File: src/rtl/dtrig_pkg.sv
package dtrig_pkg;

  localparam logic [3:0] RC_MSEL   = 4'd0;
  localparam logic [3:0] RC_MD1    = 4'd1;
  localparam logic [3:0] RC_MINFO  = 4'd4;
  localparam logic [3:0] RC_SSEL   = 4'd5;
  localparam logic [3:0] RC_SWIN   = 4'd6;
  localparam logic [3:0] RC_SIND1  = 4'd7;
  localparam logic [3:0] RC_SIND4  = 4'd10;
  localparam logic [3:0] RC_VSWIN  = 4'd11;
  localparam logic [3:0] RC_VSIND1 = 4'd12;
  localparam logic [3:0] RC_VSIND4 = 4'd15;

  typedef enum logic [1:0] {
    PATH_M  = 2'd0,
    PATH_S  = 2'd1,
    PATH_VS = 2'd2
  } path_e;

  // word index: 0 data1, 1 data2, 2 data3, 3 info
  typedef logic [1:0] word_t;

  typedef struct packed {
    logic  is_sel;
    logic  is_swin;
    logic  is_vswin;
    logic  is_word;
    logic  hit;
    path_e path;
    word_t word;
  } acc_dec_t;

endpackage

File: src/rtl/dtrig_decode.sv
module dtrig_decode
  import dtrig_pkg::*;
#(
  parameter int ISEL_W = 12,
  parameter logic [ISEL_W-1:0] WIN_CODE = 12'h2A5
) (
  input  logic [3:0]        acc_reg,
  input  logic [ISEL_W-1:0] s_win,
  input  logic [ISEL_W-1:0] vs_win,
  output acc_dec_t          dec
);

  logic s_open, vs_open;
  assign s_open  = (s_win == WIN_CODE);
  assign vs_open = (vs_win == WIN_CODE);

  always_comb begin
    dec          = '0;
    dec.path     = PATH_M;
    dec.is_sel   = (acc_reg == RC_MSEL) || (acc_reg == RC_SSEL);
    dec.is_swin  = (acc_reg == RC_SWIN);
    dec.is_vswin = (acc_reg == RC_VSWIN);
    if (acc_reg >= RC_MD1 && acc_reg <= RC_MINFO) begin
      dec.is_word = 1'b1;
      dec.hit     = 1'b1;
      dec.path    = PATH_M;
      dec.word    = word_t'(acc_reg - RC_MD1);
    end else if (acc_reg >= RC_SIND1 && acc_reg <= RC_SIND4) begin
      dec.is_word = 1'b1;
      dec.hit     = s_open;
      dec.path    = PATH_S;
      dec.word    = word_t'(acc_reg - RC_SIND1);
    end else if (acc_reg >= RC_VSIND1) begin
      dec.is_word = 1'b1;
      dec.hit     = vs_open;
      dec.path    = PATH_VS;
      dec.word    = word_t'(acc_reg - RC_VSIND1);
    end
  end

endmodule

File: src/rtl/dtrig_bank.sv
module dtrig_bank #(
  parameter int XLEN     = 32,
  parameter int NUM_TRIG = 4,
  localparam int IDX_W   = (NUM_TRIG > 1) ? $clog2(NUM_TRIG) : 1
) (
  input  logic             clk,
  input  logic             rst_n,
  input  logic             sel_we,
  input  logic [IDX_W-1:0] sel_wdata,
  input  logic             word_we,
  input  logic [1:0]       word_idx,
  input  logic [XLEN-1:0]  word_wdata,
  output logic [IDX_W-1:0] sel_q,
  output logic [XLEN-1:0]  cur_d1,
  output logic [XLEN-1:0]  cur_d2,
  output logic [XLEN-1:0]  cur_d3,
  output logic [XLEN-1:0]  cur_info
);

  logic [XLEN-1:0] d1_q   [NUM_TRIG];
  logic [XLEN-1:0] d2_q   [NUM_TRIG];
  logic [XLEN-1:0] d3_q   [NUM_TRIG];
  logic [XLEN-1:0] info_q [NUM_TRIG];

  always_ff @(posedge clk) begin
    if (!rst_n) sel_q <= '0;
    else if (sel_we) sel_q <= sel_wdata;
  end

  for (genvar t = 0; t < NUM_TRIG; t++) begin : g_trig
    logic hit_t;
    assign hit_t = word_we && (sel_q == IDX_W'(t));
    always_ff @(posedge clk) begin
      if (!rst_n) begin
        d1_q[t]   <= '0;
        d2_q[t]   <= '0;
        d3_q[t]   <= '0;
        info_q[t] <= '0;
      end else if (hit_t) begin
        case (word_idx)
          2'd0:    d1_q[t]   <= word_wdata;
          2'd1:    d2_q[t]   <= word_wdata;
          2'd2:    d3_q[t]   <= word_wdata;
          default: info_q[t] <= word_wdata;
        endcase
      end
    end
  end

  assign cur_d1   = d1_q[sel_q];
  assign cur_d2   = d2_q[sel_q];
  assign cur_d3   = d3_q[sel_q];
  assign cur_info = info_q[sel_q];

endmodule

File: src/rtl/dtrig_view.sv
module dtrig_view
  import dtrig_pkg::*;
#(
  parameter int XLEN     = 32,
  parameter int TYPE_LSB = 28,
  parameter int TYPE_W   = 4,
  parameter int TYPE_A   = 2,
  parameter int TYPE_B   = 6,
  parameter int A_M = 6, parameter int A_S = 4, parameter int A_U = 3,
  parameter int A_VS = 12, parameter int A_VU = 11,
  parameter int B_M = 6, parameter int B_S = 4, parameter int B_U = 3,
  parameter int B_VS = 24, parameter int B_VU = 23,
  parameter int MHV_LSB = 26, parameter int MHV_W = 6,
  parameter int MHS_LSB = 23, parameter int MHS_W = 3
) (
  input  path_e           path,
  input  logic [XLEN-1:0] cur_d1,
  input  logic [XLEN-1:0] cur_d3,
  input  logic [XLEN-1:0] wdata,
  output logic [XLEN-1:0] view_d1,
  output logic [XLEN-1:0] view_d3,
  output logic [XLEN-1:0] merge_d1,
  output logic [XLEN-1:0] merge_d3,
  output logic [XLEN-1:0] prot_d1,
  output logic [XLEN-1:0] prot_d3
);

  function automatic logic [XLEN-1:0] fmask(input int lsb, input int w);
    logic [XLEN-1:0] r;
    r = '0;
    for (int i = 0; i < XLEN; i++)
      if (i >= lsb && i < lsb + w) r[i] = 1'b1;
    return r;
  endfunction

  // place bit `b` at the position given by mask `m`
  function automatic logic [XLEN-1:0] put(input logic b, input logic [XLEN-1:0] m);
    return b ? m : '0;
  endfunction

  localparam logic [XLEN-1:0] AM = fmask(A_M, 1), AS = fmask(A_S, 1), AU = fmask(A_U, 1);
  localparam logic [XLEN-1:0] AVS = fmask(A_VS, 1), AVU = fmask(A_VU, 1);
  localparam logic [XLEN-1:0] BM = fmask(B_M, 1), BS = fmask(B_S, 1), BU = fmask(B_U, 1);
  localparam logic [XLEN-1:0] BVS = fmask(B_VS, 1), BVU = fmask(B_VU, 1);
  localparam logic [XLEN-1:0] ALL_PRIV = AM | AS | AU | AVS | AVU | BM | BS | BU | BVS | BVU;
  localparam logic [XLEN-1:0] MH_MASK = fmask(MHV_LSB, MHV_W) | fmask(MHS_LSB, MHS_W);

  logic [TYPE_W-1:0] type_f;
  logic              known;
  logic [XLEN-1:0]   m_m, s_m, u_m, vs_m, vu_m;

  assign type_f = cur_d1[TYPE_LSB +: TYPE_W];

  always_comb begin
    known = 1'b1;
    m_m = AM; s_m = AS; u_m = AU; vs_m = AVS; vu_m = AVU;
    if (type_f == TYPE_W'(TYPE_B)) begin
      m_m = BM; s_m = BS; u_m = BU; vs_m = BVS; vu_m = BVU;
    end else if (type_f != TYPE_W'(TYPE_A)) begin
      known = 1'b0;
    end
  end

  logic [XLEN-1:0] s_hide, vs_hide;
  logic [XLEN-1:0] vs_reloc_rd, vs_reloc_wr;
  assign s_hide      = m_m | vs_m | vu_m;
  assign vs_hide     = m_m | vs_m | vu_m | s_m | u_m;
  assign vs_reloc_rd = put(|(cur_d1 & vs_m), s_m) | put(|(cur_d1 & vu_m), u_m);
  assign vs_reloc_wr = put(|(wdata & s_m), vs_m) | put(|(wdata & u_m), vu_m);

  always_comb begin
    view_d1  = cur_d1;
    merge_d1 = wdata;
    prot_d1  = '0;
    if (path != PATH_M) begin
      if (!known) begin
        prot_d1  = ALL_PRIV;
        view_d1  = cur_d1 & ~ALL_PRIV;
        merge_d1 = (cur_d1 & ALL_PRIV) | (wdata & ~ALL_PRIV);
      end else if (path == PATH_S) begin
        prot_d1  = s_hide;
        view_d1  = cur_d1 & ~s_hide;
        merge_d1 = (cur_d1 & s_hide) | (wdata & ~s_hide);
      end else begin
        prot_d1  = m_m | s_m | u_m;
        view_d1  = (cur_d1 & ~vs_hide) | vs_reloc_rd;
        merge_d1 = (cur_d1 & (m_m | s_m | u_m)) | (wdata & ~vs_hide) | vs_reloc_wr;
      end
    end
  end

  always_comb begin
    view_d3  = cur_d3;
    merge_d3 = wdata;
    prot_d3  = '0;
    if (path == PATH_VS) begin
      prot_d3  = MH_MASK;
      view_d3  = cur_d3 & ~MH_MASK;
      merge_d3 = (cur_d3 & MH_MASK) | (wdata & ~MH_MASK);
    end
  end

endmodule

File: src/rtl/dtrig_access_unit.sv
module dtrig_access_unit
  import dtrig_pkg::*;
#(
  parameter int XLEN     = 32,
  parameter int NUM_TRIG = 4,
  parameter int ISEL_W   = 12,
  parameter logic [ISEL_W-1:0] WIN_CODE = 12'h2A5,
  parameter int TYPE_LSB = 28,
  parameter int TYPE_W   = 4,
  parameter int TYPE_A   = 2,
  parameter int TYPE_B   = 6,
  parameter int A_M = 6, parameter int A_S = 4, parameter int A_U = 3,
  parameter int A_VS = 12, parameter int A_VU = 11,
  parameter int B_M = 6, parameter int B_S = 4, parameter int B_U = 3,
  parameter int B_VS = 24, parameter int B_VU = 23,
  parameter int MHV_LSB = 26, parameter int MHV_W = 6,
  parameter int MHS_LSB = 23, parameter int MHS_W = 3
) (
  input  logic            clk,
  input  logic            rst_n,
  input  logic            acc_valid,
  input  logic            acc_write,
  input  logic [3:0]      acc_reg,
  input  logic [XLEN-1:0] acc_wdata,
  output logic [XLEN-1:0] acc_rdata
);

  localparam int IDX_W = (NUM_TRIG > 1) ? $clog2(NUM_TRIG) : 1;

  logic [ISEL_W-1:0] s_win_q, vs_win_q;
  acc_dec_t          dec;
  logic [IDX_W-1:0]  sel_q;
  logic [XLEN-1:0]   cur_d1, cur_d2, cur_d3, cur_info;
  logic [XLEN-1:0]   view_d1, view_d3, merge_d1, merge_d3, prot_d1, prot_d3;
  logic [XLEN-1:0]   word_wdata;
  logic              wr, sel_we, word_we, miss_wr;

  dtrig_decode #(.ISEL_W(ISEL_W), .WIN_CODE(WIN_CODE)) u_dec (
    .acc_reg(acc_reg), .s_win(s_win_q), .vs_win(vs_win_q), .dec(dec)
  );

  assign wr      = acc_valid && acc_write;
  assign sel_we  = wr && dec.is_sel;
  assign word_we = wr && dec.is_word && dec.hit;
  assign miss_wr = wr && dec.is_word && !dec.hit;

  always_ff @(posedge clk) begin
    if (!rst_n) begin
      s_win_q  <= '0;
      vs_win_q <= '0;
    end else begin
      if (wr && dec.is_swin)  s_win_q  <= acc_wdata[ISEL_W-1:0];
      if (wr && dec.is_vswin) vs_win_q <= acc_wdata[ISEL_W-1:0];
    end
  end

  dtrig_view #(
    .XLEN(XLEN), .TYPE_LSB(TYPE_LSB), .TYPE_W(TYPE_W), .TYPE_A(TYPE_A), .TYPE_B(TYPE_B),
    .A_M(A_M), .A_S(A_S), .A_U(A_U), .A_VS(A_VS), .A_VU(A_VU),
    .B_M(B_M), .B_S(B_S), .B_U(B_U), .B_VS(B_VS), .B_VU(B_VU),
    .MHV_LSB(MHV_LSB), .MHV_W(MHV_W), .MHS_LSB(MHS_LSB), .MHS_W(MHS_W)
  ) u_view (
    .path(dec.path), .cur_d1(cur_d1), .cur_d3(cur_d3), .wdata(acc_wdata),
    .view_d1(view_d1), .view_d3(view_d3), .merge_d1(merge_d1), .merge_d3(merge_d3),
    .prot_d1(prot_d1), .prot_d3(prot_d3)
  );

  always_comb begin
    case (dec.word)
      2'd0:    word_wdata = merge_d1;
      2'd2:    word_wdata = merge_d3;
      default: word_wdata = acc_wdata;
    endcase
  end

  dtrig_bank #(.XLEN(XLEN), .NUM_TRIG(NUM_TRIG)) u_bank (
    .clk(clk), .rst_n(rst_n),
    .sel_we(sel_we), .sel_wdata(acc_wdata[IDX_W-1:0]),
    .word_we(word_we), .word_idx(dec.word), .word_wdata(word_wdata),
    .sel_q(sel_q), .cur_d1(cur_d1), .cur_d2(cur_d2), .cur_d3(cur_d3), .cur_info(cur_info)
  );

  always_comb begin
    acc_rdata = '0;
    if (acc_valid) begin
      if (dec.is_sel)        acc_rdata = XLEN'(sel_q);
      else if (dec.is_swin)  acc_rdata = XLEN'(s_win_q);
      else if (dec.is_vswin) acc_rdata = XLEN'(vs_win_q);
      else if (dec.is_word && dec.hit) begin
        case (dec.word)
          2'd0:    acc_rdata = view_d1;
          2'd1:    acc_rdata = cur_d2;
          2'd2:    acc_rdata = view_d3;
          default: acc_rdata = cur_info;
        endcase
      end
    end
  end

  AST_SEL_SHARED: assert property (@(posedge clk) disable iff (!rst_n)
    sel_we |=> sel_q == $past(acc_wdata[IDX_W-1:0]));

  AST_PRIV_KEEP: assert property (@(posedge clk) disable iff (!rst_n)
    (word_we && dec.word == 2'd0) |=> ((cur_d1 ^ $past(cur_d1)) & $past(prot_d1)) == '0);

  AST_MH_KEEP: assert property (@(posedge clk) disable iff (!rst_n)
    (word_we && dec.word == 2'd2) |=> ((cur_d3 ^ $past(cur_d3)) & $past(prot_d3)) == '0);

  AST_PASS_WORDS: assert property (@(posedge clk) disable iff (!rst_n)
    (word_we && dec.word == 2'd1) |=> cur_d2 == $past(acc_wdata));

  AST_PASS_INFO: assert property (@(posedge clk) disable iff (!rst_n)
    (word_we && dec.word == 2'd3) |=> cur_info == $past(acc_wdata));

  AST_CLOSED_WIN: assert property (@(posedge clk) disable iff (!rst_n)
    miss_wr |=> $stable({cur_d1, cur_d2, cur_d3, cur_info}));

endmodule

File: config.mk
export PLATFORM = sky130hd
export DESIGN_NAME = dtrig_access_unit
export DESIGN_NICKNAME = d
export VERILOG_FILES = /design/src/rtl/dtrig_pkg.sv /design/src/rtl/dtrig_decode.sv /design/src/rtl/dtrig_bank.sv /design/src/rtl/dtrig_view.sv /design/src/rtl/dtrig_access_unit.sv
export SDC_FILE = /design/constraint.sdc
export NUM_CORES = 1
export LEC_CHECK = 0
export ABC_CLOCK_PERIOD_IN_PS = 7350
export BUFFER_PORTS_ARGS = -buffer_cell sky130_fd_sc_hd__buf_2
export CORE_ASPECT_RATIO = 0.6
export CORE_MARGIN = 1.5
export CORE_UTILIZATION = 41
export DETAILED_ROUTE_END_ITERATION = 6
export GPL_TIMING_DRIVEN = 0
export PLACE_DENSITY = 0.56
export SYNTH_ARGS = -nofsm -noshare
export SYNTH_HDL_FRONTEND = slang
export SYNTH_SLANG_ARGS = --single-unit
File: constraint.sdc
create_clock -name clk -period 7.35 [get_ports clk]
set_input_delay 0.735 -clock clk [delete_from_list [all_inputs] [get_ports clk]]
set_output_delay 0.735 -clock clk [all_outputs]
set_load 0.02 [all_outputs]
# [Word level (Yosys, flattened, before mapping)]
# Memory sizes are Yosys's and may differ from the RTL's. A register that Yosys moved wholly into a read port is not among the register bits.
# Cells that the tools add are included.
[op_classes] addsub=3 mul=0 div=0 magnitude_cmp=5 eq_ne=14 shift=0 muxes=103 bitwise=34 n_reduce_logical=21
[op_table] operator="2-to-1 mux 32 bit" n=31
[op_table] operator="bitwise AND 32 bit" n=7
[op_table] operator="bitwise OR 32 bit" n=5
[op_table] operator="one-hot mux 32 bit (3 select lines)" n=1
[op_table] operator="NOT 32 bit" n=2
[op_table] operator="one-hot mux 32 bit (2 select lines)" n=1
[op_table] operator="OR reduction 32 bit" n=2
[op_table] operator="2-to-1 mux 1 bit" n=55
[op_table] operator="bitwise OR 25 x 32 -> 32 bit" n=1
[op_table] operator="bitwise OR 32 x 23 -> 32 bit" n=1
[op_table] operator="bitwise OR 7 x 32 -> 32 bit" n=1
[op_table] operator="2-to-1 mux 25 bit" n=1
[op_table] operator="bitwise OR 25 x 24 -> 25 bit" n=1
[op_table] operator="== test 12 x 10 -> 1 bit, second input constant" n=2
[op_table] operator="2-to-1 mux 24 bit" n=1
[op_table] operator="2-to-1 mux 6 bit" n=3
[op_table] operator="2-to-1 mux 2 bit" n=8
[op_table] operator="bitwise OR 1 bit" n=16
[op_table] operator="logical AND 1 bit" n=13
[op_table] operator="== test 4 x 3 -> 1 bit, second input constant" n=3
[op_table] operator="== test 2 bit, second input constant" n=4
[op_table] operator="== test 2 x 1 -> 1 bit, second input constant" n=3
[op_table] operator="2-to-1 mux 5 bit" n=1
[op_table] operator="== test 4 bit, second input constant" n=1
[op_table] operator="other kinds (14)" n=16
[totals] reg_bits=26 latchBits=0 ramBits=512 rom_bits=0 inputBits=40 output_inout_bits=32 wordCells=187 n_memories=4
[memory_table] memory="u_bank.d1_q" words=4 width=32 rd=1 rd_ports_with_merged_regs=1 wr=4 line="dtrig_bank.sv:20" source="logic [XLEN-1:0] d1_q [NUM_TRIG];"
[memory_table] memory="u_bank.d2_q" words=4 width=32 rd=1 rd_ports_with_merged_regs=1 wr=4 line="dtrig_bank.sv:21" source="logic [XLEN-1:0] d2_q [NUM_TRIG];"
[memory_table] memory="u_bank.d3_q" words=4 width=32 rd=1 rd_ports_with_merged_regs=1 wr=4 line="dtrig_bank.sv:22" source="logic [XLEN-1:0] d3_q [NUM_TRIG];"
[memory_table] memory="u_bank.info_q" words=4 width=32 rd=1 rd_ports_with_merged_regs=1 wr=4 line="dtrig_bank.sv:23" source="logic [XLEN-1:0] info_q [NUM_TRIG];"

# [Logic depth before layout (Yosys ltp)]
# Gate-level depths: netlist (run 1).
[depth] depth_word=16 ltp_mapped=13

# [Modules after synthesis]
# A second synthesis (run 1) with hierarchy kept.
[hier_totals] cells_unflattened=2047 area_unflattened_um2=27530.2
[modules_own_cells] module="dtrig_bank" n_inst=1 cells_per_inst=1430 area_per_inst_um2=22629.2 seq_area_each_um2=15454.8
[modules_own_cells] module="dtrig_access_unit" n_inst=1 cells_per_inst=351 area_per_inst_um2=2895.3 seq_area_each_um2=480.5
[modules_own_cells] module="dtrig_view" n_inst=1 cells_per_inst=231 area_per_inst_um2=1710.4 seq_area_each_um2=0.0
[modules_own_cells] module="dtrig_decode" n_inst=1 cells_per_inst=35 area_per_inst_um2=295.3 seq_area_each_um2=0.0

# [Worst setup path before layout (run 1)]
# OpenSTA, ideal clock, no wires.
[synth_path] path_kind="input port to flip-flop" from="input acc_reg[0]" to="memory u_bank.d1_q[0][0], enable pin" setup_time_ns=0.466 arrival_ns=5.298 required_time_ns=6.884 setup_slack_ns=1.586 path_stages=12 cell_sequence="clkbuf_1 inv_1 ha_1 nor3b_2 or3_1 clkbuf_1 o211a_1 buf_6 or4_1 buf_2 buf_6 o21ai_0"
[synth_lines] item="from (decl)" line="dtrig_access_unit.sv:23" source="input logic [3:0] acc_reg,"
[synth_lines] item="to (decl)" line="dtrig_bank.sv:20"

# [Worst setup path after layout (run 1)]
[layout_path] from="input acc_reg[0]" to="output acc_rdata[30]"
[layout_via] elab_chain_len=14 word_cells_on_any_way=35
[layout_lines] item="greater-or-equal comparator 4 bit (tied with other cells)" line="dtrig_decode.sv:33" source="end else if (acc_reg >= RC_VSIND1) begin"
[layout_lines] item="2-to-1 mux 6 bit or logical AND 1 bit (tied branches)" line="dtrig_decode.sv:33, dtrig_decode.sv:28"
[layout_lines] item="2-to-1 mux 6 bit" line="dtrig_decode.sv:28" source="end else if (acc_reg >= RC_SIND1 && acc_reg <= RC_SIND4) begin"
[layout_lines] item="2-to-1 mux 6 bit" line="dtrig_decode.sv:23" source="if (acc_reg >= RC_MD1 && acc_reg <= RC_MINFO) begin"
[layout_lines] item="== test 2 x 1 -> 1 bit" line="dtrig_view.sv:80" source="end else if (path == PATH_S) begin"
[layout_lines] item="2-to-1 mux 32 bit" line="dtrig_view.sv:80"
[layout_lines] item="2-to-1 mux 32 bit" line="dtrig_view.sv:76" source="if (!known) begin"
[layout_lines] item="2-to-1 mux 32 bit" line="dtrig_view.sv:75" source="if (path != PATH_M) begin"
[layout_lines] item="one-hot mux 32 bit (3 select lines)" line="dtrig_access_unit.sv:90" source="case (dec.word)"
[layout_lines] item="2-to-1 mux 32 bit" line="dtrig_access_unit.sv:89" source="else if (dec.is_word && dec.hit) begin"
[layout_lines] item="2-to-1 mux 32 bit" line="dtrig_access_unit.sv:88" source="else if (dec.is_vswin) acc_rdata = XLEN'(vs_win_q);"
[layout_lines] item="2-to-1 mux 32 bit" line="dtrig_access_unit.sv:87" source="else if (dec.is_swin) acc_rdata = XLEN'(s_win_q);"
[layout_lines] item="2-to-1 mux 32 bit (*)" line="dtrig_access_unit.sv:86" source="if (dec.is_sel) acc_rdata = XLEN'(sel_q);"
[layout_lines] item="2-to-1 mux 32 bit (*)" line="dtrig_access_unit.sv:85" source="if (acc_valid) begin"
[layout_lines] item="to (decl)" line="dtrig_access_unit.sv:25" source="output logic [XLEN-1:0] acc_rdata"
# Every way passes the cells marked *; elsewhere a longest branch is shown, timed or not.

==> impl_metrics.toml, run 1 <==
[logic_synthesis]
synth-edff-count = 512
yosysSeqAreaShare_pct = 64.1
synth_top_family_by_area = "simple AND/OR/NAND/NOR gates"
synthSimpleGateAreaFrac_pct = 15.0
synth_compound_area_share_pct = 4.99
yosysWarnings = 0
synthArstFlopShare_pct = 0
ys_seq_elements = 540
synth_cells = 1904
ys.flop_type = "edfxtp_1"
avgSynthCellArea_um2 = 13.1
synth_mux_area_share_pct = 12.7
synthesis.nets = 1949
netlist_area_um2 = 24900
synth_cell_types = 67
synth_fa_ha_area_share_pct = 0.252
synth_xor_area_share_pct = 0

[clocking]
postCtsSetupBuffers = 0
clk_latency_ns = 0.61
max-clock-path-buffers = 3
h-tree-depth = 2
clkTransAtPathRegs_ns = 0.06
ctsHoldBuffers = 0
cts_made_buffers = 51
root_buffer = "clkbuf_16"
cts_tree = "built"
clkSinkCount = 540
ctsResizeCount = 0

[finish]
ff_latch_area_um2 = 15900
layout_commonest_cell = "edfxtp_1"
multi_input_area_um2 = 8360
syn2layout_area_growth_pct = 14.8
diodes = 0
nets = 2095
fill_cells = 5302
final_cells = 2872
layout.cells.most_common_list = "edfxtp_1, nor2_1, nand2_1"
drive_gt1_share_pct = 19.1

[route]
drt_iter0_drc = 3266
drt-pass1-iter-count = 6
ant_nets = 0
vias_per_cell = 6.34
num_vias = 18200
wl_per_cell_um = 32.3
wl_um = 92900
drc = 0

[place]
gp_congestion = 0.902
port_buffers = 69
hpwl_um = 65000
dp.cells = 2778

[floorplanning]
start_util_pct = 41.7
die_h_um = 194
core_um2 = 59600
die_w_um = 321
ios = 72
die_area_um2 = 62200
num_rows = 69

[worst_hold_path]
worstHoldPathType = "in2reg"

[global_routing]
grt_antenna_before_repair = 5
grt_usage_pct = 29.7
grt_pass1_wl_um = 129000
grt_start_max_net_pins = 20
grt-ovfl-total = 0
first_global_vias = 17400

[timing]
clock_skew_ns = 0.0322
setup_tns_ns = 0
final_hold_viol_count = 0
fin_crit_ns = 6.33
fin_crit_sh_pct = 86.1
maxSlewHeadroom_pct = 5.28
rsz0062_at_grt = "false"
slew_viol_final = 0
fmax_mhz = 158
worstMarginPinSlew_ns = 1.42
setup_viol = 0

[flow_run]
cap_violations = 0

[worst_setup_path]
crit_fanout = 10
cp.required_ns = 6.61
cp-start-kind = "input port"
cp.arrival_ns = 5.60
crit_path_end_kind = "output port"
critPathKind = "in2out"

[power]
ir_drop_mv = 0.167
leakagePower_nw = 9.28
powerDensity_nw_per_um2 = 238

[status]
outcome = "complete, no violations"
[layer usage]
| layer | wire length [um] | GRT usage [%] |
|---|---|---|
| met5 | 15 | 0 |
| met4 | 2430 | 7.34 |
| met3 | 13900 | 8.78 |
| met2 | 38100 | 40.9 |
| met1 | 38400 | 45.5 |
[path summary, 6_finish.rpt]
path | start | endpoint | slack, ns | depth (start not counted)
setup reg to reg | vs_win_q[9] | u_bank.d3_q[2][17] | 3.02 | 9
hold / removal | acc_wdata[6] | s_win_q[6] | 0.42 | 3
setup / recovery | acc_reg[0] | acc_rdata[30] | 1.02 | 12
hold reg to reg | s_win_q[0] | s_win_q[0] | 0.47 | 2
[power breakdown]
group / switching, mW / leakage (nW) / total, mW / internal (mW)
logic: 0.502 / 2.96 / 0.691 / 0.188
registers: 0.0277 / 5.54 / 3.48 / 3.45
clock network: 1.21 / 0.777 / 2.63 / 1.42
[final cells by class]
class                           count  share of cell area [%]
Clock buffer                       74                    4.99
Tap cell                          781                    3.43
Sequential cell                   540                    55.9
Clock inverter                     20                   0.522
Timing Repair Buffer               93                    3.29
Buffer                            159                    2.51
Inverter                            6                  0.0790
Multi-Input combinational cell   1199                    29.3
[cells by family (layout without fill, tap and decap cells)]
kind of cell               count (synthesis)  count (layout)
and+or+nand+nor                          853             853
DFF                                      540             540
AOI/OAI and AO/OA                        190             190
muxes                                    151             151
adders and majority gates                  5               5
buffers and inverters                    165             352
[registers in the layout, summed over array words and instances (netlist names), named ones only]
register	flops
s_win_q	12
u_bank.d1_q	128
u_bank.d2_q	128
u_bank.d3_q	128
u_bank.info_q	128
u_bank.sel_q	2
vs_win_q	12
[worst max-delay path, cell delays in order]
cell and delay [ns]:
buf_2 0.12, clkbuf_1 0.30, inv_1 0.23, ha_1 0.38, inv_1 0.15, nor4_2 1.04
nor2_1 0.17, nand2_1 0.45, clkbuf_1 0.82, o22ai_1 0.24, a211oi_1 0.65, buf_2 0.29
[through the flow]
stage               utilization, %  setup slack [ns]  power [mW]  hold WS (ns)  instance area [um^2]
floorplan                        -              1.59        3.88         0.441                 24900
global placement              43.9             -2.63        4.18         0.459                 26200
detailed placement            45.2              1.19        4.21         0.463                 26900
CTS                           47.9              1.16        6.77         0.411                 28500
global route                  47.9             0.920        6.93         0.430                 28500
finish                        47.9              1.02        6.80         0.425                 28500
[synth_stat cells (6+ instances only)]
master	number	area share [%]
buf_2	33	0.66
nor2_1	445	6.7
nand2b_1	33	0.83
nand2_1	205	3.1
mux2i_1	13	0.52
mux2_2	8	0.36
edfxtp_1	512	62
dfxtp_1	28	2.3
a31o_2	8	0.28
nor3_1	95	1.9
a211o_1	7	0.25
nand3_1	12	0.24
a211oi_1	10	0.30
a311oi_1	10	0.35
nor4_1	11	0.28
clkbuf_1	101	1.5
buf_1	13	0.20
inv_1	6	0.091
mux4_2	128	12
a21oi_1	59	1.2
o21ai_0	46	0.93
buf_6	9	0.41
and2_1	8	0.20
o22ai_1	9	0.23
Power figures use the tool's default switching activity.
==> run 2, diff against run 1 <==
--- a/config.mk
+++ b/config.mk
@@ -6,13 +6,14 @@
 export NUM_CORES = 1
 export LEC_CHECK = 0
 export ABC_CLOCK_PERIOD_IN_PS = 7350
-export BUFFER_PORTS_ARGS = -buffer_cell sky130_fd_sc_hd__buf_2
+export BUFFER_PORTS_ARGS = -buffer_cell sky130_fd_sc_hd__clkbuf_2
 export CORE_ASPECT_RATIO = 0.6
 export CORE_MARGIN = 1.5
 export CORE_UTILIZATION = 41
 export DETAILED_ROUTE_END_ITERATION = 6
 export GPL_TIMING_DRIVEN = 0
 export PLACE_DENSITY = 0.56
+export SKIP_LAST_GASP = 1
 export SYNTH_ARGS = -nofsm -noshare
 export SYNTH_HDL_FRONTEND = slang
 export SYNTH_SLANG_ARGS = --single-unit
==> impl_metrics.toml, run 2 (synthesis gave the netlist of run 1 again) <==
[worst_setup_path]
cp_slowest_stage_delay_ns = 0.98
r2r_end = "u_bank.info_q[2][10]"
cp.arrival_ns = 5.41
cp.required_ns = 6.61
r2r_cells = 9
critPathCapture = "acc_rdata[30]"
reg2reg_from = "vs_win_q[9]"
cp_slowest_cell = "nor4_2"
crit_chain = "clkbuf_2 > clkbuf_1 > inv_1 > ha_1 > inv_1 > nor4_2 > nor2_1 > nand2_1 > clkbuf_1 > o22ai_1 > a211oi_1 > clkbuf_2"
cp-start-kind = "input port"
reg2reg_setup_slack_ns = 3.07
crit_path_end_kind = "output port"
critPathKind = "in2out"
crit_fanout = 10
crit_start = "acc_reg[0]"

[place]
dp.cells = 2777
post-place-ws_ns = 1.27
hpwl_um = 65100
port_buffers = 69
place_area_um2 = 26900
gp_congestion = 0.897

[power]
power_mw = 7.01
leakagePower_nw = 9.33
powerDensity_nw_per_um2 = 245
ir_drop_mv = 0.194

[timing]
holdWs_ns = 0.434
setup_slack_ns = 1.20
final_hold_viol_count = 0
slew_viol_final = 0
fin_crit_sh_pct = 83.6
rsz0062_at_grt = "false"
fmax_mhz = 163
fin_crit_ns = 6.15
setup_viol = 0
worstMarginPinSlew_ns = 1.41
setup_tns_ns = 0
clock_skew_ns = 0.0177
maxSlewHeadroom_pct = 5.59

[flow_run]
cap_violations = 0

[finish]
drive_gt1_share_pct = 19.5
design_area_um2 = 28600
final_core_util_pct = 48.1
layout.cells.most_common_list = "edfxtp_1, nor2_1, nand2_1"
nets = 2094
final_cells = 2872
diodes = 0
layout_commonest_cell = "edfxtp_1"
syn2layout_area_growth_pct = 15.2

[floorplanning]
die_area_um2 = 62200
start_util_pct = 41.7
die_h_um = 194
ios = 72
core_um2 = 59600
die_w_um = 321
num_rows = 69

[clocking]
cts_tree = "built"
root_buffer = "clkbuf_16"
max-clock-path-buffers = 3
postCtsSetupBuffers = 0
cts_made_buffers = 51
ctsHoldBuffers = 0
h-tree-depth = 2
ctsResizeCount = 0
clkTransAtPathRegs_ns = 0.06
clk_latency_ns = 0.61
clkSinkCount = 540

[route]
drc = 0
num_vias = 18100
ant_nets = 0
wl_per_cell_um = 32.1
vias_per_cell = 6.32
wl_um = 92200
drt_iter0_drc = 2990
drt-pass1-iter-count = 6

[global_routing]
grt-ovfl-total = 0
first_global_vias = 17300
grt_antenna_before_repair = 1
grt_usage_pct = 29.4
grt_pass1_wl_um = 128000
grt_start_max_net_pins = 20

[worst_hold_path]
worstHoldPathType = "in2reg"

[status]
outcome = "complete, no violations"
[run 2: cell types whose count changed in the layout (fill, tap and decap cells not counted), sizes merged]
cell,previous run,this run
buf,151,81
clkinvlp,2,1
clkinv,16,13
inv,6,9
bufinv,2,8
clkbuf,175,240
[run 2: worst min-delay path by stage]
stage                       startpoint  cells after the start  slack, ns          end
after CTS                 acc_wdata[6]                      3       0.43   s_win_q[6]
after detailed placement   s_win_q[10]                      2       0.46  s_win_q[10]
after global placement      s_win_q[5]                      2       0.46   s_win_q[5]
after global routing      acc_wdata[6]                      3       0.46   s_win_q[6]
after floorplan             s_win_q[2]                      2       0.44   s_win_q[2]
final                     acc_wdata[6]                      3       0.43   s_win_q[6]
[run 2: layer usage]
layer  global-route usage [%]  share of wire [%]
met5                        0                  0
met4                     7.39                2.6
met3                     8.43                 14
met2                     40.6                 41
met1                     45.2                 42
[run 2: layout make-up]
cell class | count | area, um^2
fillers | 5347 | 30900
inverters | 6 | 22.5
clock inverters | 25 | 333
multi-input cells | 1199 | 8360
plain buffers | 159 | 717
repair buffers | 92 | 896
clock buffers | 70 | 1400
well taps | 781 | 977
flip-flops and latches | 540 | 15900
[run 2: report_power, final]
group | internal (mW) | switching, mW | total, mW
Clock | 1.61 | 1.23 | 2.84
Sequential | 3.45 | 0.0279 | 3.48
Combinational | 0.186 | 0.499 | 0.685
Total | 5.25 | 1.76 | 7.01
[run 2: worst max-delay path, delay by kind of cell]
family,cells,cell delay [ns]
adders and majority gates,1,0.38
AOI/OAI and AO/OA,2,0.85
and+or+nand+nor,3,1.60
buffers and inverters,6,1.82
==> run 3, diff against run 2 <==
--- a/config.mk
+++ b/config.mk
@@ -5,14 +5,15 @@
 export SDC_FILE = /design/constraint.sdc
 export NUM_CORES = 1
 export LEC_CHECK = 0
-export ABC_CLOCK_PERIOD_IN_PS = 7350
+export ABC_AREA = 1
+export ABC_CLOCK_PERIOD_IN_PS = 5100
 export BUFFER_PORTS_ARGS = -buffer_cell sky130_fd_sc_hd__clkbuf_2
 export CORE_ASPECT_RATIO = 0.6
 export CORE_MARGIN = 1.5
 export CORE_UTILIZATION = 41
 export DETAILED_ROUTE_END_ITERATION = 6
 export GPL_TIMING_DRIVEN = 0
-export PLACE_DENSITY = 0.56
+export PLACE_DENSITY = 0.58
 export SKIP_LAST_GASP = 1
 export SYNTH_ARGS = -nofsm -noshare
 export SYNTH_HDL_FRONTEND = slang
==> constraint.sdc (replaced) <==
create_clock -name clk -period 5.1 [get_ports clk]
set_input_delay 0.51 -clock clk [delete_from_list [all_inputs] [get_ports clk]]
set_output_delay 0.51 -clock clk [all_outputs]
set_load 0.02 [all_outputs]
==> impl_metrics.toml, run 3 <==
[flow_run]
cap_violations = 0

[place]
port_buffers = 71
hpwl_um = 66500
dp.cells = 3357
gp_congestion = 0.928
post-place-ws_ns = 0.769
place_area_um2 = 26500

[finish]
syn2layout_area_growth_pct = 14.0
layout_commonest_cell = "nor2_1"
final_core_util_pct = 47.4
design_area_um2 = 28000
diodes = 0
layout.cells.most_common_list = "nor2_1, edfxtp_1, o21ai_0"
fill_cells = 5562
nets = 2674
final_cells = 3450
drive_gt1_share_pct = 10.2

[floorplanning]
die_w_um = 319
core_um2 = 59200
start_util_pct = 41.5
num_rows = 69
die_h_um = 193
ios = 72
die_area_um2 = 61500

[logic_synthesis]
yosys-top-cells-area = "edfxtp_1, nor2_1, o21ai_0"
synth_cell_types = 40
synthArstFlopShare_pct = 0
ys_seq_elements = 540
yosysMostFrequentCell = "nor2_1"
netlist_area_um2 = 24600
synth_top_area_share_pct = 62.5
yosysWarnings = 0
synth_common_cells = "nor2_1, edfxtp_1, o21ai_0"
ys.flop_type = "edfxtp_1"
synth_cells = 2489
yosysSeqAreaShare_pct = 64.8
avgSynthCellArea_um2 = 9.88
synth-edff-count = 512
synth_top_cell_by_area = "edfxtp_1"
synthesis.nets = 2534

[route]
vias_per_cell = 5.99
met3_length_um = 15400
wl_per_cell_um = 27.5
route.met2.wl_um = 36700
drt_iter0_drc = 3464
drc = 1
num_vias = 20700
wl_met1_um = 39900
maxUsedRoutingLayer = "met4"
wl_um = 94800
drt-pass1-iter-count = 7
ant_nets = 0

[clocking]
clkTransAtPathRegs_ns = 0.06
ctsResizeCount = 0
clkSinkCount = 540
cts_tree = "built"
h-tree-depth = 2
postCtsSetupBuffers = 0
cts_made_buffers = 51
clk_latency_ns = 0.60
root_buffer = "clkbuf_16"
max-clock-path-buffers = 3
ctsHoldBuffers = 0

[worst_setup_path]
cp.required_ns = 4.59
reg2reg_from = "s_win_q[8]"
cp_num_buf_inv = 7
crit_chain = "inv_2 > buf_2 > buf_4 > buf_2 > clkbuf_1 > clkbuf_1 > o21ai_0 > o221ai_1 > nand2_1 > nor2_1 > clkbuf_2"
worst-path-stages = 11
critPathKind = "reg2out"
crit_path_end_kind = "output port"
reg2reg_setup_slack_ns = 1.72
r2r_end = "u_bank.d3_q[0][27]"
cp.arrival_ns = 4.59
critPathCapture = "acc_rdata[12]"
r2r_cells = 9
cp_slowest_stage_delay_ns = 0.90
crit_family = "buffers and inverters"
cp-start-kind = "register"
crit_fanout = 10
cp_slowest_cell = "clkbuf_1"

[timing]
fin_crit_sh_pct = 100
rsz0062_at_grt = "false"
fin_crit_ns = 5.10
holdWs_ns = 0.285
clock_skew_ns = 0.0262
setup_viol = 1
maxSlewHeadroom_pct = 16.6
worstMarginPinSlew_ns = 1.25
final_hold_viol_count = 0
setup_slack_ns = -0.00360
setup_tns_ns = -0.00360
fmax_mhz = 196
slew_viol_final = 0

[global_routing]
grt_pass1_wl_um = 134000
first_global_vias = 18800
grt-ovfl-total = 0
grt_start_max_net_pins = 21
grt_usage_pct = 30.6
grt_antenna_before_repair = 1

[worst_hold_path]
worstHoldPathType = "in2reg"

[status]
violations = "design-rule violations, negative setup slack"
outcome = "complete, but fails checks"

[power]
powerDensity_nw_per_um2 = 347
leakagePower_nw = 10.6
ir_drop_mv = 0.295
power_mw = 9.73
run 3: kinds of logic after synthesis:
group	synth area share, %
buffers and inverters	4.68
AOI/OAI and AO/OA	12.3
and+or+nand+nor	17.9
adders and majority gates	0.254
DFF	64.8
run 3: routing by layer:
metal | vias up | GRT usage (%)
li1 | 8841 | -
met1 | 10000 | 46.1
met2 | 1606 | 41.0
met3 | 186 | 10.4
met4 | 0 | 8.90
met5 | - | 0.238
run 3: how the worst min path moves through the flow:
stage	from	endpoint	slack [ns]	cells past startpoint
4_1_cts	acc_wdata[6]	s_win_q[6]	0.24	3
5_1_grt	acc_wdata[6]	s_win_q[6]	0.25	3
3_3_place_gp	s_win_q[4]	s_win_q[4]	0.46	2
3_5_place_dp	vs_win_q[4]	vs_win_q[4]	0.47	2
6_report	acc_wdata[6]	s_win_q[6]	0.28	3
2_1_floorplan	s_win_q[4]	s_win_q[4]	0.44	2
run 3: final cells by class:
type | instances | area [um^2] | share of cell area (%)
Timing Repair Buffer | 87 | 751 | 2.68
Inverter | 73 | 274 | 0.977
Tap cell | 781 | 977 | 3.48
Multi-Input combinational cell | 1679 | 7690 | 27.4
Sequential cell | 540 | 15900 | 56.8
Clock inverter | 25 | 163 | 0.580
Buffer | 197 | 876 | 3.12
Clock buffer | 68 | 1380 | 4.93
run 3: where the power goes:
group	internal, mW	switching (mW)	total (mW)
combinational	0.223	0.735	0.959
sequential	4.99	0.0438	5.03
clock	2.00	1.74	3.74
run 3: worst min-delay path, delay by kind of cell:
family | cells | cell delay, ns
buffers and inverters | 1 | 0.16
and+or+nand+nor | 2 | 0.16
